--- src/rtl/bgpio_pkg.sv ---
package bgpio_pkg;

  localparam int BANK_PINS = 16;
  localparam int PIN_COUNT = 2 * BANK_PINS;
  localparam int NUM_CTL   = 6;
  localparam int ADDR_W    = 8;

  typedef enum logic [2:0] {
    CTL_OUT   = 3'd0,
    CTL_OE    = 3'd1,
    CTL_IE    = 3'd2,
    CTL_AOUT1 = 3'd3,
    CTL_AOUT2 = 3'd4,
    CTL_AIN   = 3'd5,
    CTL_RDBK  = 3'd6,
    CTL_NONE  = 3'd7
  } ctl_sel_e;

  // Set mask in the lower half, clear mask in the upper half; clear wins.
  function automatic logic [BANK_PINS-1:0] bank_update(
      input logic [BANK_PINS-1:0]   cur,
      input logic [2*BANK_PINS-1:0] wd,
      input logic [BANK_PINS-1:0]   locked);
    logic [BANK_PINS-1:0] nxt;
    nxt = (cur | wd[BANK_PINS-1:0]) & ~wd[2*BANK_PINS-1:BANK_PINS];
    return nxt & ~locked;
  endfunction

  // Drive value of one pad: alternate 1 beats alternate 2 beats plain value.
  function automatic logic pick_drive(
      input logic oe, input logic a1_sel, input logic a2_sel,
      input logic val, input logic a1_v, input logic a2_v);
    logic d;
    if (!oe)         d = 1'b0;
    else if (a1_sel) d = a1_v;
    else if (a2_sel) d = a2_v;
    else             d = val;
    return d;
  endfunction

endpackage

--- src/rtl/gbk_addr_dec.sv ---
module gbk_addr_dec
  import bgpio_pkg::*;
#(
  parameter int AW       = ADDR_W,
  parameter int HIGH_BIT = 7
) (
  input  logic [AW-1:0] addr,
  output ctl_sel_e      sel,
  output logic          high
);
  localparam int WORD_W = AW - 2;

  logic [AW-1:0]     offs;
  logic [WORD_W-1:0] word;

  always_comb begin
    offs           = addr;
    offs[HIGH_BIT] = 1'b0;
    word           = offs[AW-1:2];
    high           = addr[HIGH_BIT];
    if (offs[1:0] != 2'b00 || word > WORD_W'(CTL_RDBK))
      sel = CTL_NONE;
    else
      sel = ctl_sel_e'(word[2:0]);
  end
endmodule

--- src/rtl/gbk_ctl_reg.sv ---
module gbk_ctl_reg
  import bgpio_pkg::*;
#(
  parameter logic [PIN_COUNT-1:0] LOCKED = '0
) (
  input  logic                 clk,
  input  logic                 rst_n,
  input  logic                 wr_lo,
  input  logic                 wr_hi,
  input  logic [PIN_COUNT-1:0] wdata,
  output logic [PIN_COUNT-1:0] q
);
  localparam logic [BANK_PINS-1:0] LOCK_LO = LOCKED[BANK_PINS-1:0];
  localparam logic [BANK_PINS-1:0] LOCK_HI = LOCKED[PIN_COUNT-1:BANK_PINS];

  always_ff @(posedge clk or negedge rst_n) begin
    if (!rst_n)     q[BANK_PINS-1:0] <= '0;
    else if (wr_lo) q[BANK_PINS-1:0] <= bank_update(q[BANK_PINS-1:0], wdata, LOCK_LO);
  end

  always_ff @(posedge clk or negedge rst_n) begin
    if (!rst_n)     q[PIN_COUNT-1:BANK_PINS] <= '0;
    else if (wr_hi) q[PIN_COUNT-1:BANK_PINS] <= bank_update(q[PIN_COUNT-1:BANK_PINS], wdata, LOCK_HI);
  end
endmodule

--- src/rtl/gbk_sync.sv ---
module gbk_sync #(
  parameter int W      = 32,
  parameter int STAGES = 2
) (
  input  logic         clk,
  input  logic         rst_n,
  input  logic [W-1:0] d,
  output logic [W-1:0] q
);
  logic [STAGES-1:0][W-1:0] chain;

  for (genvar s = 0; s < STAGES; s++) begin : g_stage
    always_ff @(posedge clk or negedge rst_n) begin
      if (!rst_n)      chain[s] <= '0;
      else if (s == 0) chain[s] <= d;
      else             chain[s] <= chain[(s == 0) ? 0 : s-1];
    end
  end

  assign q = chain[STAGES-1];
endmodule

--- src/rtl/gbk_pad_mux.sv ---
module gbk_pad_mux
  import bgpio_pkg::*;
#(
  parameter logic [PIN_COUNT-1:0] LOCKED = '0
) (
  input  logic [PIN_COUNT-1:0] out_val,
  input  logic [PIN_COUNT-1:0] out_en,
  input  logic [PIN_COUNT-1:0] a1_sel,
  input  logic [PIN_COUNT-1:0] a2_sel,
  input  logic [PIN_COUNT-1:0] a1_src,
  input  logic [PIN_COUNT-1:0] a2_src,
  output logic [PIN_COUNT-1:0] pad_o,
  output logic [PIN_COUNT-1:0] pad_oe
);
  for (genvar p = 0; p < PIN_COUNT; p++) begin : g_pin
    if (LOCKED[p]) begin : g_locked
      assign pad_o[p]  = 1'b0;
      assign pad_oe[p] = 1'b0;
    end else begin : g_live
      assign pad_oe[p] = out_en[p];
      assign pad_o[p]  = pick_drive(out_en[p], a1_sel[p], a2_sel[p],
                                    out_val[p], a1_src[p], a2_src[p]);
    end
  end
endmodule

--- src/rtl/banked_gpio_ctrl.sv ---
module banked_gpio_ctrl
  import bgpio_pkg::*;
#(
  parameter logic [PIN_COUNT-1:0] RSVD_MASK   = 32'hE080_0000,
  parameter int                   HIGH_BIT    = 7,
  parameter int                   SYNC_STAGES = 2
) (
  input  logic                 clk,
  input  logic                 rst_n,
  input  logic                 wr_en,
  input  logic                 rd_en,
  input  logic [ADDR_W-1:0]    addr,
  input  logic [PIN_COUNT-1:0] wdata,
  output logic [PIN_COUNT-1:0] rdata,
  input  logic [PIN_COUNT-1:0] pad_i,
  output logic [PIN_COUNT-1:0] pad_o,
  output logic [PIN_COUNT-1:0] pad_oe,
  input  logic [PIN_COUNT-1:0] alt1_src,
  input  logic [PIN_COUNT-1:0] alt2_src,
  output logic [PIN_COUNT-1:0] alt_in_o
);

  ctl_sel_e sel;
  logic     high;

  gbk_addr_dec #(.AW(ADDR_W), .HIGH_BIT(HIGH_BIT)) u_dec (
    .addr (addr),
    .sel  (sel),
    .high (high)
  );

  // Named events for the checker.
  logic wr_hit;
  logic rd_hit;
  assign wr_hit = wr_en && (sel < CTL_RDBK);
  assign rd_hit = rd_en && (sel != CTL_NONE);

  logic [NUM_CTL-1:0][PIN_COUNT-1:0] ctl_q;

  for (genvar g = 0; g < NUM_CTL; g++) begin : g_ctl
    gbk_ctl_reg #(.LOCKED(RSVD_MASK)) u_reg (
      .clk   (clk),
      .rst_n (rst_n),
      .wr_lo (wr_hit && (sel == ctl_sel_e'(g)) && !high),
      .wr_hi (wr_hit && (sel == ctl_sel_e'(g)) &&  high),
      .wdata (wdata),
      .q     (ctl_q[g])
    );
  end

  logic [PIN_COUNT-1:0] ctl_out, ctl_oe, ctl_ie, ctl_a1, ctl_a2, ctl_ain;
  assign ctl_out = ctl_q[CTL_OUT];
  assign ctl_oe  = ctl_q[CTL_OE];
  assign ctl_ie  = ctl_q[CTL_IE];
  assign ctl_a1  = ctl_q[CTL_AOUT1];
  assign ctl_a2  = ctl_q[CTL_AOUT2];
  assign ctl_ain = ctl_q[CTL_AIN];

  logic [PIN_COUNT-1:0] sync_in;
  logic [PIN_COUNT-1:0] rdbk;

  gbk_sync #(.W(PIN_COUNT), .STAGES(SYNC_STAGES)) u_sync (
    .clk   (clk),
    .rst_n (rst_n),
    .d     (pad_i),
    .q     (sync_in)
  );

  assign rdbk     = sync_in & ctl_ie & ~RSVD_MASK;
  assign alt_in_o = rdbk & ctl_ain;

  gbk_pad_mux #(.LOCKED(RSVD_MASK)) u_mux (
    .out_val (ctl_out),
    .out_en  (ctl_oe),
    .a1_sel  (ctl_a1),
    .a2_sel  (ctl_a2),
    .a1_src  (alt1_src),
    .a2_src  (alt2_src),
    .pad_o   (pad_o),
    .pad_oe  (pad_oe)
  );

  // Read path: pick the register, then the bank.
  logic [PIN_COUNT-1:0] reg_view;
  logic [BANK_PINS-1:0] bank_view;

  always_comb begin
    reg_view = '0;
    if (sel == CTL_RDBK) reg_view = rdbk;
    for (int i = 0; i < NUM_CTL; i++)
      if (sel == ctl_sel_e'(i)) reg_view = ctl_q[i];
    bank_view = high ? reg_view[PIN_COUNT-1:BANK_PINS] : reg_view[BANK_PINS-1:0];
  end

  always_ff @(posedge clk or negedge rst_n) begin
    if (!rst_n)      rdata <= '0;
    else if (rd_hit) rdata <= {{(PIN_COUNT-BANK_PINS){1'b0}}, bank_view};
    else             rdata <= '0;
  end

endmodule

--- config.mk ---
export PLATFORM = sky130hd
export DESIGN_NAME = banked_gpio_ctrl
export DESIGN_NICKNAME = d
export VERILOG_FILES = /design/src/rtl/bgpio_pkg.sv /design/src/rtl/gbk_addr_dec.sv /design/src/rtl/gbk_ctl_reg.sv /design/src/rtl/gbk_sync.sv /design/src/rtl/gbk_pad_mux.sv /design/src/rtl/banked_gpio_ctrl.sv
export SDC_FILE = /design/constraint.sdc
export NUM_CORES = 1
export LEC_CHECK = 0
export ABC_AREA = 1
export BUFFER_PORTS_ARGS = -buffer_cell sky130_fd_sc_hd__buf_2
export CELL_PAD_IN_SITES_DETAIL_PLACEMENT = 1
export CELL_PAD_IN_SITES_GLOBAL_PLACEMENT = 2
export CORE_UTILIZATION = 34
export DETAILED_ROUTE_END_ITERATION = 16
export GPL_TIMING_DRIVEN = 0
export PLACE_DENSITY_LB_ADDON = 0.1
export SETUP_SLACK_MARGIN = 0.15
export SLEW_MARGIN = 15
export SYNTH_ARGS = -nofsm -noshare
export SYNTH_HDL_FRONTEND = slang
export SYNTH_SLANG_ARGS = --single-unit
--- constraint.sdc ---
create_clock -name clk -period 2.3 [get_ports clk]
set_input_delay 0.115 -clock clk [delete_from_list [all_inputs] [get_ports clk]]
set_output_delay 0.115 -clock clk [all_outputs]
set_load 0.01 [all_outputs]
* Yosys cells after proc, flatten, opt, wreduce, memory -nomap -nowiden
Index checks and enable logic that the tools add are counted.
Cells by class: eq/ne operators 7, reductions and logical operators 24, bitwise gates (word level) 27, magnitude comparators 2, multiplexer cells 94
Operators with widths (number):
- two-way mux 32 bit | 4
- bitwise AND 16 bit | 6
- OR 16 bit | 6
- two-way mux 29 bit | 3
- two-way mux 1 bit | 84
- bitwise AND 13 bit | 6
- OR 13 bit | 6
- bitwise AND 29 bit | 2
- two-way mux 16 bit | 2
- logical AND 1 bit | 20
- inverter 16 bit | 1
- == test 3 bit, second input constant | 3
- == test 3 x 2 -> 1 bit, second input constant | 2
- greater-than comparator 5 x 3 -> 1 bit, second input constant | 1
- == test 3 x 1 -> 1 bit, second input constant | 1
- zero test 3 bit | 1
- < comparator 3 bit, second input constant | 1
- two-way mux 3 bit | 1
- inequality test 3 bit, second input constant | 1
- nonzero test 2 bit | 1
- zero test 1 bit | 1
- logical OR 1 bit | 1
Storage, ports and cells: word-level logic and storage cells 169, register bits after elaboration 258, input bits 140

* Logic depth before layout (Yosys ltp)
depth in word-level cells 13, mapped depth 13, mapped depth without buffers 12

* By module
Synthesis repeated with hierarchy kept, for this count alone.
Second synthesis, totals: cells, all modules 2215, area, all modules 14532.7 µm²
Modules (own cells, without submodules):
- gbk_ctl_reg | area an instance 1413.9 µm², cells an instance 206, instances 6, sequential area each 700.7 µm²
- banked_gpio_ctrl | area an instance 3005.4 µm², cells an instance 613, instances 1, sequential area each 400.4 µm²
- gbk_sync | area an instance 1841.8 µm², cells an instance 96, instances 1, sequential area each 1601.5 µm²
- gbk_pad_mux | area an instance 1149.9 µm², cells an instance 261, instances 1, sequential area each 0.0 µm²
- gbk_addr_dec | area an instance 52.6 µm², cells an instance 9, instances 1, sequential area each 0.0 µm²

* Worst setup path after synthesis
Ideal clock, no wire load.
kind input to register, start input addr[0], end register g_ctl[5].u_reg.q[17], slack 0.903 ns, buffers on the path 1, library setup time 0.139 ns, stages 9, required time 2.161 ns, data arrival time 1.258 ns, cell sequence inv_2 -> nand2_2 -> nor2_8 -> o21ai_2 -> nor2_2 -> nand3_2 -> nor3_4 -> buf_2 -> a22oi_1
On the way: word-level cells in the longest chain between the ends 7
Ends and longest elaborated chain:
- from (decl) | RTL line banked_gpio_ctrl.sv:12 | input logic [ADDR_W-1:0] addr,
- nonzero test 2 bit (*) | RTL line gbk_addr_dec.sv:21 | if (offs[1:0] != 2'b00 || word > WORD_W'(CTL_RDBK))
- logical OR 1 bit (*) | RTL line gbk_addr_dec.sv:21
- two-way mux 3 bit (*) | RTL line gbk_addr_dec.sv:21
- < comparator 3 bit | RTL line banked_gpio_ctrl.sv:35 | assign wr_hit = wr_en && (sel < CTL_RDBK);
- logical AND 1 bit | RTL line banked_gpio_ctrl.sv:35
- logical AND 1 bit (*) (2 in series) | RTL line banked_gpio_ctrl.sv:45 | .wr_hi (wr_hit && (sel == ctl_sel_e'(g)) && high),
- to (signal, indexed assignment) | RTL line gbk_ctl_reg.sv:23 | else if (wr_hi) q[PIN_COUNT-1:BANK_PINS] <= bank_update(q[PIN_COUNT-1:BANK_PINS], wdata, LOCK_HI);
- to (decl) | RTL line gbk_ctl_reg.sv:11 | output logic [PIN_COUNT-1:0] q
Every way passes the cells marked *; elsewhere a longest branch is shown, timed or not. A chain may end at the register's enable or synchronous reset.

* Final worst setup path
start input addr[7], end register g_ctl[4].u_reg.q[14]
On the way: word-level cells in the longest chain between the ends 2
Ends and longest elaborated chain:
- zero test 1 bit | RTL line banked_gpio_ctrl.sv:44 | .wr_lo (wr_hit && (sel == ctl_sel_e'(g)) && !high),
- logical AND 1 bit | RTL line banked_gpio_ctrl.sv:44
- to (signal, indexed assignment) | RTL line gbk_ctl_reg.sv:18 | else if (wr_lo) q[BANK_PINS-1:0] <= bank_update(q[BANK_PINS-1:0], wdata, LOCK_LO);
- to (decl) | RTL line gbk_ctl_reg.sv:11
No other way between the ends.

==> load_flow_metrics.sql <==
INSERT INTO impl_metrics (metric_group, metric, value, unit) VALUES
('outcome', 'status', 'finished, final reports clean', ''),
('final_layout', 'nFillCells', '4124', ''),
('global_route', 'grt-ovfl-total', '0', ''),
('synth', 'synth_cell_types', '28', ''),
('global_route', 'grt_pass1_wl', '77.0', 'mm'),
('sta', 'fin_tns_setup', '0', 'ns'),
('clock_network', 'cts_root_buffer', 'sky130_fd_sc_hd__clkbuf_16', ''),
('clock_network', 'worst_skew_pair.late_latency', '0.55', 'ns'),
('routing', 'route.final.wire_length', '52.5', 'mm'),
('final_layout', 'finalNetCount', '1905', ''),
('clock_network', 'tritoncts', 'yes', ''),
('placement', 'gpl.final_weighted_congestion', '0.858', ''),
('setup_path', 'cp_slowest_stage_delay', '0.57', 'ns'),
('floorplan', 'die-width', '188', 'um'),
('floorplan', 'floorplan.io_pins', '268', ''),
('placement', 'io_buffer_count', '214', ''),
('placement', 'dpl.hpwl', '35.1', 'mm'),
('power', 'vdd.ir_drop.worst', '0.000529', 'V'),
('routing', 'route.vias.total', '11722', ''),
('synth', 'syn-instance-count', '1433', ''),
('power', 'cellInternalPower', '7.78', 'mW'),
('global_route', 'grt_util_all_layers', '29.7', '%'),
('power', 'p_switching', '2.65', 'mW'),
('routing', 'wire_per_inst', '23.5', 'um'),
('floorplan', 'placementRows', '67', ''),
('floorplan', 'initial_core_util', '34.9', '%'),
('placement', 'placed_cell_area', '13600', 'um^2'),
('sta', 'worst_slew_margin_rel', '26.7', '%'),
('final_layout', 'most-common-layout-cells', 'sky130_fd_sc_hd__nand2_1 (329), sky130_fd_sc_hd__buf_2 (243), sky130_fd_sc_hd__dfrtp_1 (240)', ''),
('final_layout', 'areaGrowthSynthToFinish', '28.7', '%'),
('synth', 'postSynthRegisterBits', '240', ''),
('clock_network', 'cts.sinks', '240', ''),
('power', 'power_frac_seq', '43.7', '%'),
('global_route', 'vias_in_the_first_global_route', '11815', ''),
('setup_path', 'crit_chain', 'dlygate4sd3_1 > buf_2 > inv_1 > nand2_1 > clkinv_1 > nand2_1 > a22oi_1 > dlygate4sd3_1', ''),
('synth', 'synth.yosys.warnings', '0', ''),
('synth', 'synth_top_flop_cell', 'sky130_fd_sc_hd__dfrtp_1', ''),
('setup_path', 'setup.worst_path.start_class', 'input pin', ''),
('power', 'power_frac_clock', '46.1', '%'),
('synth', 'ys_async_sr_fraction', '100', '%'),
('routing', 'remaining_drc_errors', '0', ''),
('clock_network', 'cts-buffers-inserted', '28', ''),
('routing', 'firstDrtPassIters', '5', ''),
('clock_network', 'clockBufferDepth', '3', ''),
('final_layout', 'antenna_cells_inserted', '0', ''),
('sta', 'layout_worst_path_cycle_share', '92.3', '%'),
('clock_network', 'post_cts_buffers', '0', ''),
('clock_network', 'htree_num_levels', '1', ''),
('floorplan', 'floorplan.die.height', '188', 'um'),
('final_layout', 'mostFrequentLayoutCell', 'sky130_fd_sc_hd__nand2_1', ''),
('setup_path', 'worstSetupEndpointType', 'flop', ''),
('worst_hold_path', 'hold_path_class', 'input pin to flop', ''),
('synth', 'synthesis.area_per_instance', '8.22', 'um^2'),
('synth', 'post_synthesis_sequential_area_ratio', '51.0', '%'),
('floorplan', 'core_box_area', '33800', 'um^2'),
('floorplan', 'dieArea', '35400', 'um^2'),
('run', 'cap_viol_max_count', '0', ''),
('sta', 'tightestPinTransition', '1.10', 'ns'),
('routing', 'drt_iter0_markers', '819', ''),
('global_route', 'largest_net_degree_at_the_start_of_global_routing', '95', ''),
('sta', 'maxClockFrequency', '471', 'MHz'),
('routing', 'ant_nets', '0', ''),
('setup_path', 'cp.arrival', '2.55', 'ns'),
('synth', 'syn-cell-area', '11800', 'um^2'),
('final_layout', 'post_route_cells_drive_above_1_share', '19.8', '%'),
('power', 'p_comb_share', '10.2', '%'),
('power', 'powerDensity', '688', 'nW/um^2'),
('sta', 'finalHoldViolCount', '0', ''),
('sta', 'unrepaired_setup_endpoints_after_global_routing', 'no', ''),
('global_route', 'antenna_found_initial', '0', ''),
('sta', 'report.final.slew_viol_count', '0', '');
sequential cells by signal, summed over array words and instances, names as in the netlist:
signal / count
rdata: 16
u_sync.q: 28
u_sync.chain: 28
g_ctl.u_reg.q: 168
cells by family after synthesis:
family	synth area share, %
compound gates	17.9
buf+inv	11.3
flops	51.0
other cells	0.0318
simple gates	19.8
power by group through the flow:
| stage | clock network, mW | logic [mW] | registers (mW) |
|---|---|---|---|
| finish | 4.81 | 1.06 | 4.56 |
| global route | 5.03 | 1.17 | 4.58 |
| CTS | 4.88 | 1.06 | 4.56 |
| detailed placement | 0 | 0.972 | 4.63 |
| global placement | 0 | 0.947 | 4.63 |
| floorplan | 0 | 0.484 | 4.60 |
final cells by class:
class	instances	area [um^2]	area share, %
sequential	240	6010	39.6
multi-input combinational	910	4550	30.0
timing repair buffer	275	1730	11.4
clock buffer	42	845	5.57
inverter	201	754	4.98
buffer	109	581	3.83
tap	448	561	3.70
clock inverter	7	138	0.908
cells in the mapped netlist (all sizes together) (5+ instances only):
cell type / instances / area share [%]
nand2: 332 / 11
dfrtp: 240 / 51
inv: 200 / 6.4
nor2: 200 / 6.5
a22oi: 119 / 7.6
o21ai: 88 / 3.8
buf: 65 / 3.5
a2bb2oi: 48 / 3.6
clkbuf: 44 / 1.4
a21oi: 23 / 0.98
o2111ai: 22 / 1.6
nand4: 19 / 1.2
nand3: 18 / 0.81
nor3: 7 / 0.63
o22ai: 5 / 0.27
what timing repair did:
| item | in CTS | in global routing |
|---|---|---|
| cloned | 0 | 0 |
| endpoints found under the setup margin | 1 | 8 |
| gates resized for setup | 1 | 4 |
| hold endpoints to repair | 154 | 0 |
| hold buffers | 59 | 0 |
path summary, 6_finish.rpt:
check                      slack, ns           startpoint              endpoint  cells past startpoint
max                             0.18              addr[7]  g_ctl[4].u_reg.q[14]                      8
max in group asynchronous       0.89                rst_n   g_ctl[5].u_reg.q[5]                      4
min reg2reg                     0.35     u_sync.chain[21]          u_sync.q[21]                      0
max reg2reg                     0.98  g_ctl[0].u_reg.q[2]              rdata[2]                      8
min in group asynchronous       0.10                rst_n          u_sync.q[15]                      2
min                             0.02             wdata[4]  g_ctl[5].u_reg.q[20]                      3
worst max-delay path, delay by kind of cell:
| kind | cells | cell delay, ns |
|---|---|---|
| and+or+nand+nor | 2 | 0.54 |
| AOI/OAI and AO/OA | 1 | 0.07 |
| buffers and inverters | 5 | 1.83 |
metal layers:
metal | share of wire (%) | vias to the layer above | track usage, % | routed length (um)
li1 | - | 5270 | - | -
met1 | 44 | 5858 | 41.4 | 23300
met2 | 46 | 496 | 47.9 | 24000
met3 | 6.6 | 98 | 3.65 | 3470
met4 | 3.1 | 0 | 9.29 | 1650
met5 | 0 | - | 0 | 0
per-stage QoR:
stage,cells,total power [mW],setup slack [ns]
global route,2232,10.8,0.151
global placement,2122,5.57,-3.54
detailed placement,2124,5.60,-0.439
finish,2232,10.4,0.178
CTS,2232,10.5,0.202
floorplan,1460,5.08,0.903
(Power assumes the default switching activity.)
